## config.mk

```make
export PLATFORM = sky130hd
export DESIGN_NAME = nbt_sram_core
export DESIGN_NICKNAME = d
export VERILOG_FILES = /design/src/rtl/nbt_pkg.sv /design/src/rtl/nbt_cmd_stage.sv /design/src/rtl/nbt_array.sv /design/src/rtl/nbt_read_path.sv /design/src/rtl/nbt_sram_core.sv
export SDC_FILE = /design/constraint.sdc
export NUM_CORES = 2
export LEC_CHECK = 0
export ABC_CLOCK_PERIOD_IN_PS = 3800
export CAP_MARGIN = 10
export CORE_ASPECT_RATIO = 1.4
export CORE_MARGIN = 10
export CORE_UTILIZATION = 35
export DETAILED_ROUTE_END_ITERATION = 10
export PLACE_DENSITY = 0.46
export SLEW_MARGIN = 10
export SYNTH_ARGS = -nofsm -noshare
export SYNTH_HDL_FRONTEND = slang
export SYNTH_SLANG_ARGS = --single-unit
```

## constraint.sdc

```tcl
create_clock -name clk -period 3.8 [get_ports clk]
set_input_delay 0.57 -clock clk [delete_from_list [all_inputs] [get_ports clk]]
set_output_delay 0.57 -clock clk [all_outputs]
set_load 0.02 [all_outputs]
```

## src/rtl/nbt_pkg.sv

```systemverilog
package nbt_pkg;

    localparam int NBT_LANES  = 4;
    localparam int NBT_LANE_W = 9;
    localparam int NBT_WORD_W = NBT_LANES * NBT_LANE_W;

    typedef logic [NBT_WORD_W-1:0] word_t;
    typedef logic [NBT_LANES-1:0]  lanes_t;

    typedef enum logic [1:0] {
        OP_NONE  = 2'd0,
        OP_READ  = 2'd1,
        OP_WRITE = 2'd2
    } op_e;

    typedef struct packed {
        op_e    op;
        lanes_t lanes;
    } cmd_t;

    // Widen a per-lane strobe to a per-bit mask.
    function automatic word_t lane_expand(lanes_t l);
        word_t m;
        for (int i = 0; i < NBT_LANES; i++) begin
            m[i*NBT_LANE_W +: NBT_LANE_W] = {NBT_LANE_W{l[i]}};
        end
        return m;
    endfunction

    // Overlay the strobed lanes of upd onto base.
    function automatic word_t lane_merge(word_t base, word_t upd, lanes_t l);
        word_t m;
        m = lane_expand(l);
        return (base & ~m) | (upd & m);
    endfunction

    // Turn the sampled control pins into one command.
    function automatic cmd_t decode(logic ce, logic sleep, logic gw,
                                    logic bwe, lanes_t strobes);
        cmd_t c;
        c.lanes = '0;
        if (!ce || sleep) begin
            c.op = OP_NONE;
        end else if (gw) begin
            c.op    = OP_WRITE;
            c.lanes = '1;
        end else if (bwe) begin
            c.op    = OP_WRITE;
            c.lanes = strobes;
        end else begin
            c.op = OP_READ;
        end
        return c;
    endfunction

endpackage

```

## src/rtl/nbt_cmd_stage.sv

```systemverilog
module nbt_cmd_stage
    import nbt_pkg::*;
#(
    parameter int ADDR_W = 6
) (
    input  logic              clk,
    input  logic              rst,
    input  logic              ce,
    input  logic              sleep,
    input  logic              gw,
    input  logic              bwe,
    input  lanes_t            strobes,
    input  logic [ADDR_W-1:0] addr,
    output cmd_t              s1_cmd,
    output logic [ADDR_W-1:0] s1_addr,
    output cmd_t              s2_cmd,
    output logic [ADDR_W-1:0] s2_addr
);

    cmd_t next_cmd;

    always_comb begin
        next_cmd = decode(ce, sleep, gw, bwe, strobes);
    end

    always_ff @(posedge clk) begin
        if (rst) begin
            s1_cmd  <= '{op: OP_NONE, lanes: '0};
            s2_cmd  <= '{op: OP_NONE, lanes: '0};
            s1_addr <= '0;
            s2_addr <= '0;
        end else begin
            s1_cmd  <= next_cmd;
            s1_addr <= addr;
            s2_cmd  <= s1_cmd;
            s2_addr <= s1_addr;
        end
    end

endmodule

```

## src/rtl/nbt_array.sv

```systemverilog
module nbt_array
    import nbt_pkg::*;
#(
    parameter int ADDR_W = 6
) (
    input  logic              clk,
    input  logic              wr_en,
    input  logic [ADDR_W-1:0] wr_addr,
    input  lanes_t            wr_lanes,
    input  word_t             wr_data,
    input  logic [ADDR_W-1:0] rd_addr,
    output word_t             rd_data
);

    localparam int DEPTH = 1 << ADDR_W;

    for (genvar g = 0; g < NBT_LANES; g++) begin : g_lane
        logic [NBT_LANE_W-1:0] lane_mem [DEPTH];

        always_ff @(posedge clk) begin
            if (wr_en && wr_lanes[g]) begin
                lane_mem[wr_addr] <= wr_data[g*NBT_LANE_W +: NBT_LANE_W];
            end
        end

        assign rd_data[g*NBT_LANE_W +: NBT_LANE_W] = lane_mem[rd_addr];
    end

endmodule

```

## src/rtl/nbt_read_path.sv

```systemverilog
module nbt_read_path
    import nbt_pkg::*;
#(
    parameter int ADDR_W = 6
) (
    input  logic              clk,
    input  logic              rst,
    input  logic              pipe_mode,
    input  logic              oe,
    input  logic              sleep,
    input  cmd_t              s1_cmd,
    input  logic [ADDR_W-1:0] s1_addr,
    input  cmd_t              s2_cmd,
    input  logic [ADDR_W-1:0] s2_addr,
    input  word_t             arr_data,
    input  word_t             dq_in,
    output word_t             dq_out,
    output logic              dq_drv
);

    word_t out_q;
    logic  out_vld_q;
    logic  fwd_hit;
    word_t fwd_word;
    logic  rd_now;
    logic  sel_vld;
    word_t sel_word;

    // In pipelined mode the write in stage 2 commits on the same edge that
    // loads the output register, so its lanes are taken from the bus here.
    always_comb begin
        fwd_hit  = pipe_mode && (s2_cmd.op == OP_WRITE) && (s2_addr == s1_addr);
        fwd_word = fwd_hit ? lane_merge(arr_data, dq_in, s2_cmd.lanes) : arr_data;
        rd_now   = (s1_cmd.op == OP_READ);
    end

    always_ff @(posedge clk) begin
        if (rst) begin
            out_vld_q <= 1'b0;
            out_q     <= '0;
        end else begin
            out_vld_q <= rd_now;
            if (rd_now) begin
                out_q <= fwd_word;
            end
        end
    end

    always_comb begin
        sel_vld  = pipe_mode ? out_vld_q : rd_now;
        sel_word = pipe_mode ? out_q     : arr_data;
        dq_drv   = sel_vld && oe && !sleep;
        dq_out   = dq_drv ? sel_word : '0;
    end

endmodule

```

## src/rtl/nbt_sram_core.sv

```systemverilog
module nbt_sram_core
    import nbt_pkg::*;
#(
    parameter int ADDR_W = 6
) (
    input  logic                  clk,
    input  logic                  rst,
    input  logic                  pipe_mode,
    input  logic                  ce,
    input  logic                  gw,
    input  logic                  bwe,
    input  logic [NBT_LANES-1:0]  byte_en,
    input  logic [ADDR_W-1:0]     addr,
    input  logic [NBT_WORD_W-1:0] dq_in,
    input  logic                  oe,
    input  logic                  sleep,
    output logic [NBT_WORD_W-1:0] dq_out,
    output logic                  dq_drv
);

    cmd_t              s1_cmd, s2_cmd;
    logic [ADDR_W-1:0] s1_addr, s2_addr;
    cmd_t              commit_cmd;
    logic [ADDR_W-1:0] commit_addr;
    word_t             arr_data;

    nbt_cmd_stage #(.ADDR_W(ADDR_W)) u_cmd (
        .clk     (clk),
        .rst     (rst),
        .ce      (ce),
        .sleep   (sleep),
        .gw      (gw),
        .bwe     (bwe),
        .strobes (byte_en),
        .addr    (addr),
        .s1_cmd  (s1_cmd),
        .s1_addr (s1_addr),
        .s2_cmd  (s2_cmd),
        .s2_addr (s2_addr)
    );

    // A write commits when its data slot arrives on the bus.
    always_comb begin
        commit_cmd  = pipe_mode ? s2_cmd  : s1_cmd;
        commit_addr = pipe_mode ? s2_addr : s1_addr;
    end

    nbt_array #(.ADDR_W(ADDR_W)) u_array (
        .clk      (clk),
        .wr_en    (commit_cmd.op == OP_WRITE),
        .wr_addr  (commit_addr),
        .wr_lanes (commit_cmd.lanes),
        .wr_data  (dq_in),
        .rd_addr  (s1_addr),
        .rd_data  (arr_data)
    );

    nbt_read_path #(.ADDR_W(ADDR_W)) u_read (
        .clk       (clk),
        .rst       (rst),
        .pipe_mode (pipe_mode),
        .oe        (oe),
        .sleep     (sleep),
        .s1_cmd    (s1_cmd),
        .s1_addr   (s1_addr),
        .s2_cmd    (s2_cmd),
        .s2_addr   (s2_addr),
        .arr_data  (arr_data),
        .dq_in     (dq_in),
        .dq_out    (dq_out),
        .dq_drv    (dq_drv)
    );

endmodule

```

# Yosys cells after proc, flatten, opt, wreduce, memory -nomap -nowiden
# Memories as Yosys holds them, arrays and structs flattened. A register that Yosys moved wholly into a read port is not among the register bits.
# Index checks and enable logic that the tools add are counted.
# W data, S select, Z words.
# word_totals
reg_bits	61
mem_count	4
in_bits	54
ramBits	2304
# memory_table
name	words	word_bits	read_ports	rd_ports_with_merged_regs	wr	line_no	rtl
u_array.g_lane[0].lane_mem	64	9	1	1	1	nbt_array.sv:18	logic [NBT_LANE_W-1:0] lane_mem [DEPTH];
u_array.g_lane[1].lane_mem	64	9	1	1	1	nbt_array.sv:18	
u_array.g_lane[2].lane_mem	64	9	1	1	1	nbt_array.sv:18	
u_array.g_lane[3].lane_mem	64	9	1	1	1	nbt_array.sv:18	
# op_classes
eq_ne	4
reduce_logical	13
muxes	21
bitwise	4
# ops
cell	count
$mux W36	3
$and A36 B36 Y36	2
$mux W6	7
$not A36 Y36	1
$or A36 B36 Y36	1
$mux W1	9
$logic_and A1 B1 Y1	8
$eq A6 B6 Y1	1
$eq A2 B2 Y1 const B	2
$mux W4	1
$reduce_or A3 Y1	1
$eq A2 B1 Y1 const B	1
$logic_not A1 Y1	2
$mux W2	1
$reduce_or A2 Y1	1
$logic_or A1 B1 Y1	1

# Logic depth before layout (Yosys ltp)
# logic_depth
word_depth	5
depth_mapped	9
mapped_depth_nobuf	5

# Cells and area by module
# From an unflattened synthesis, not the netlist that was laid out.
# unflattened
hier_cells	4446
hier_area_um2	92047.0
# by_module_without_submodules
module	cells_each	instances	area_each_um2	seq_area_each_um2
nbt_array	4030	1	88312.2	69186.4
nbt_read_path	346	1	2894.0	740.7
nbt_cmd_stage	56	1	699.4	480.5
nbt_sram_core	14	1	141.4	0.0

# Worst setup path after synthesis
# No wires, ideal clock.
# synth_path
kind	input to register
startpoint	input pipe_mode
endpoint	memory u_array.g_lane[2].lane_mem[57][0], enable pin
setup_time_ns	0.387
path_stages	7
slack_ns	0.920
arrival_ns	2.494
required_time_ns	3.413
n_path_buf	2
path_cell_list	buf_4 -> buf_4 -> mux2i_4 -> nand2_1 -> nor2_2 -> nand2_1 -> nor3_1
# synth_via
elab_chain_len	5
word_cells_on_any_way	6
cone_classes	1 x eq/ne; 4 x mux; 1 x reduce/logical
# synth_lines
item	line_no	rtl
from (decl)	nbt_sram_core.sv:8	input logic pipe_mode,
$mux W6	nbt_sram_core.sv:44	commit_cmd = pipe_mode ? s2_cmd : s1_cmd;
$eq A2 B2 Y1	nbt_sram_core.sv:50	.wr_en (commit_cmd.op == OP_WRITE),
$logic_and A1 B1 Y1	nbt_array.sv:21	if (wr_en && wr_lanes[g]) begin
$mux W1	nbt_array.sv:21	
$mux W1 (not written as such)	nbt_array.sv:22	lane_mem[wr_addr] <= wr_data[g*NBT_LANE_W +: NBT_LANE_W];
to (decl)	nbt_array.sv:18	
# Several ways; a longest one is shown, not always the timed one.

==> impl_metrics.json <==
{
  "fin_crit_ns": 4.161,
  "p_per_area_nw_per_um2": 486.2,
  "port_buffers": 90,
  "fill_cells": 23320,
  "clkLatencyLatePin_ns": 0.89,
  "postSynthAreaPerCell_um2": 18.80,
  "critPathRequiredTime_ns": 3.23,
  "h-tree-depth": 4,
  "crit_path_start": "u_cmd.s1_addr[2]",
  "p_leak_nw": 35.55,
  "netlist_area_um2": 92810,
  "die_h_um": 629.3,
  "grt_max_degree": 66,
  "drc_errors": 0,
  "core_area_um2": 263700,
  "rsz0062_at_grt": "yes",
  "areaGrowthSynthToFinish_pct": 21.58,
  "synth_nets": 4991,
  "die_w_um": 455.2,
  "crit_fanout": 31,
  "yosys_warnings": 0,
  "drt-initial-drc-count": 3862,
  "finalSetupViolations": 36,
  "grt_usage_pct": 19.52,
  "clock-skew-final_ns": 0.06026,
  "worstMarginPinSlew_ns": 1.274,
  "violations": "setup timing",
  "post_drt_wl_per_cell_um": 30.57,
  "syn_inst": 4937,
  "clk_path_buf_depth": 4,
  "tns_ns": -9.441,
  "drt-pass1-iter-count": 6,
  "slew_violations": 0,
  "grt_pass1_wl_um": 401800,
  "min_path_cells": 1,
  "gp_congestion": 0.8322,
  "vias_per_cell": 5.347,
  "drive_gt1_share_pct": 36.49,
  "synthArstFlopShare_pct": 0,
  "ys_seq_area_share_pct": 75.87,
  "num_vias": 50160,
  "crit_path_start_kind": "flip-flop",
  "final_hold_viol_count": 0,
  "synth-seq-cells": 2365,
  "drv_cap": 0,
  "outcome": "complete, but fails checks",
  "end_kind": "output port",
  "fin_crit_sh_pct": 109.5,
  "crit_arrival_ns": 3.59,
  "hold_start": "dq_in[28]",
  "ioPinCount": 91,
  "crit_type": "reg2out",
  "ff2ff_path_depth": 5,
  "hp-class": "in2reg",
  "max_freq_mhz": 240.3,
  "cts_root_buffer": "clkbuf_16",
  "synth-edff-count": 2304,
  "ir_drop_uv": 377.3,
  "place_ws_ns": -0.2747,
  "routed_wl_um": 286800,
  "numCtsBuffers": 235,
  "initial_core_util_pct": 35.20,
  "nets": 5755,
  "slew_headroom_pct": 15.07,
  "postRouteAntennaNets": 0,
  "cts.sinks": 2365,
  "r2r-start": "u_cmd.s1_addr[5]",
  "global_route.overflow_total": 0,
  "finalWorstSetupSlack_ns": -0.3607,
  "clkTransAtPathRegs_ns": 0.06,
  "dp_hpwl_um": 188600,
  "synth_cell_type_count": 45,
  "cts_tree": "done",
  "synth_ff_type": "edfxtp_1",
  "rows": 223,
  "antenna_found_initial": 20,
  "die-area_um2": 286400,
  "grt_pass1_vias": 51610
}
[metrics by stage]
step	hold slack (ns)	area (um^2)	std cells	util, %	total power, W
after floorplan	0.4339	92810	4937	-	0.03049
after global placement	0.4478	101800	8797	38.61	0.03207
after detailed placement	0.4533	101800	8797	38.61	0.03210
after CTS	0.1558	111900	9324	42.45	0.05535
after global routing	0.1995	112800	9375	42.79	0.05654
final	0.1885	112800	9380	42.79	0.05485
[worst max-delay path: stages (launching register included)]
cell	delay (ns)
dfxtp_4	0.47
nand2b_4	0.20
buf_12	0.24
buf_6	0.26
o22ai_1	0.13
buf_4	0.17
o31ai_4	0.44
nor3_4	0.13
o221ai_2	0.25
buf_6	0.19
buf_12	0.12
[state kept, by name (all words and copies together) (netlist names)]
signal and cells:
u_read.out_q 36, u_cmd.s1_cmd 6, u_read.out_vld_q 1, u_cmd.s2_cmd 6, u_cmd.s2_addr 6, u_cmd.s1_addr 6
u_array.g_lane.lane_mem 2304
[cell usage after synthesis (all sizes together), types with 73 or more instances]
| cell | instances | area share [%] |
|---|---|---|
| mux4 | 288 | 7.0 |
| o21ai | 144 | 0.78 |
| o31ai | 73 | 0.59 |
| clkbuf | 165 | 0.67 |
| nor3 | 157 | 1.1 |
| o22ai | 144 | 0.97 |
| a22oi | 108 | 0.87 |
| mux2 | 439 | 5.3 |
| nand2 | 93 | 0.38 |
| edfxtp | 2304 | 75 |
| buf | 146 | 0.98 |
| a211oi | 144 | 1.2 |
| nor2b | 162 | 1.1 |
| nor2 | 265 | 1.1 |
[worst paths after layout]
check / to / slack (ns)
min reg2reg: u_cmd.s2_cmd[2] / 0.47
min: u_array.g_lane[3].lane_mem[62][1] / 0.19
max: dq_out[29] / -0.36
max reg2reg: u_array.g_lane[1].lane_mem[30][2] / 0.21
[cell usage in the layout, fill, tap and decap left out, types with 54 or more instances in the layout]
master / count
edfxtp_1: 2304
buf_4: 597
mux2_2: 439
mux4_2: 288
nor2_1: 258
clkbuf_16: 240
nor2b_1: 160
a211oi_1: 138
o21ai_0: 127
o22ai_1: 124
nand2_1: 88
buf_12: 82
nor3_1: 75
a22o_1: 63
a22oi_2: 61
nor3_2: 59
dfxtp_1: 58
clkinv_1: 55
buf_6: 54
[cell type report]
| class | instances | area (um^2) | area share [%] |
|---|---|---|---|
| Sequential cell | 2365 | 70420 | 62.41 |
| Multi-Input combinational cell | 2254 | 22290 | 19.75 |
| Timing Repair Buffer | 838 | 8335 | 7.388 |
| Clock buffer | 282 | 6162 | 5.461 |
| Tap cell | 3487 | 4363 | 3.867 |
| Clock inverter | 140 | 1222 | 1.083 |
| Inverter | 7 | 26.28 | 0.02329 |
| Antenna cell | 7 | 17.52 | 0.01552 |
[power breakdown]
group / internal [W] / leakage [nW] / total [W] / switching (W)
clock: 0.0129 / 3.62 / 0.0229 / 0.00996
sequential: 0.0286 / 21.2 / 0.0286 / 0.0000187
combinational: 0.00135 / 10.7 / 0.00337 / 0.00202
total: 0.0428 / 35.5 / 0.0549 / 0.0120
[cells by family (layout without fill, tap and decap cells)]
family	count (synthesis)	in the layout	synth area share, %
DFF	2365	2365	75.87
AOI/OAI and AO/OA	778	778	5.904
and+or+nand+nor	739	739	4.101
muxes	731	731	12.40
buffers and inverters	318	1267	1.673
xor gates and xnor gates	6	6	0.05662
other	0	7	0
[layer usage]
layer | up-vias | GRT usage, % | wire length (um)
met5 | - | 0 | 105
met4 | 20 | 7.264 | 11920
met3 | 437 | 2.779 | 13060
met2 | 1353 | 34.74 | 148700
met1 | 26620 | 23.93 | 113000
li1 | 21730 | - | -
[what timing repair did]
| item | 4_1_cts | 5_1_grt |
|---|---|---|
| hold buffers | 0 | 0 |
| setup endpoints to repair | 37 | 37 |
| cloned | 17 | 1 |
| pin swaps | 54 | 56 |
| resized for setup | 341 | 117 |
| buffers inserted | 92 | 52 |
Note: power is estimated with default switching activity, not from simulation.
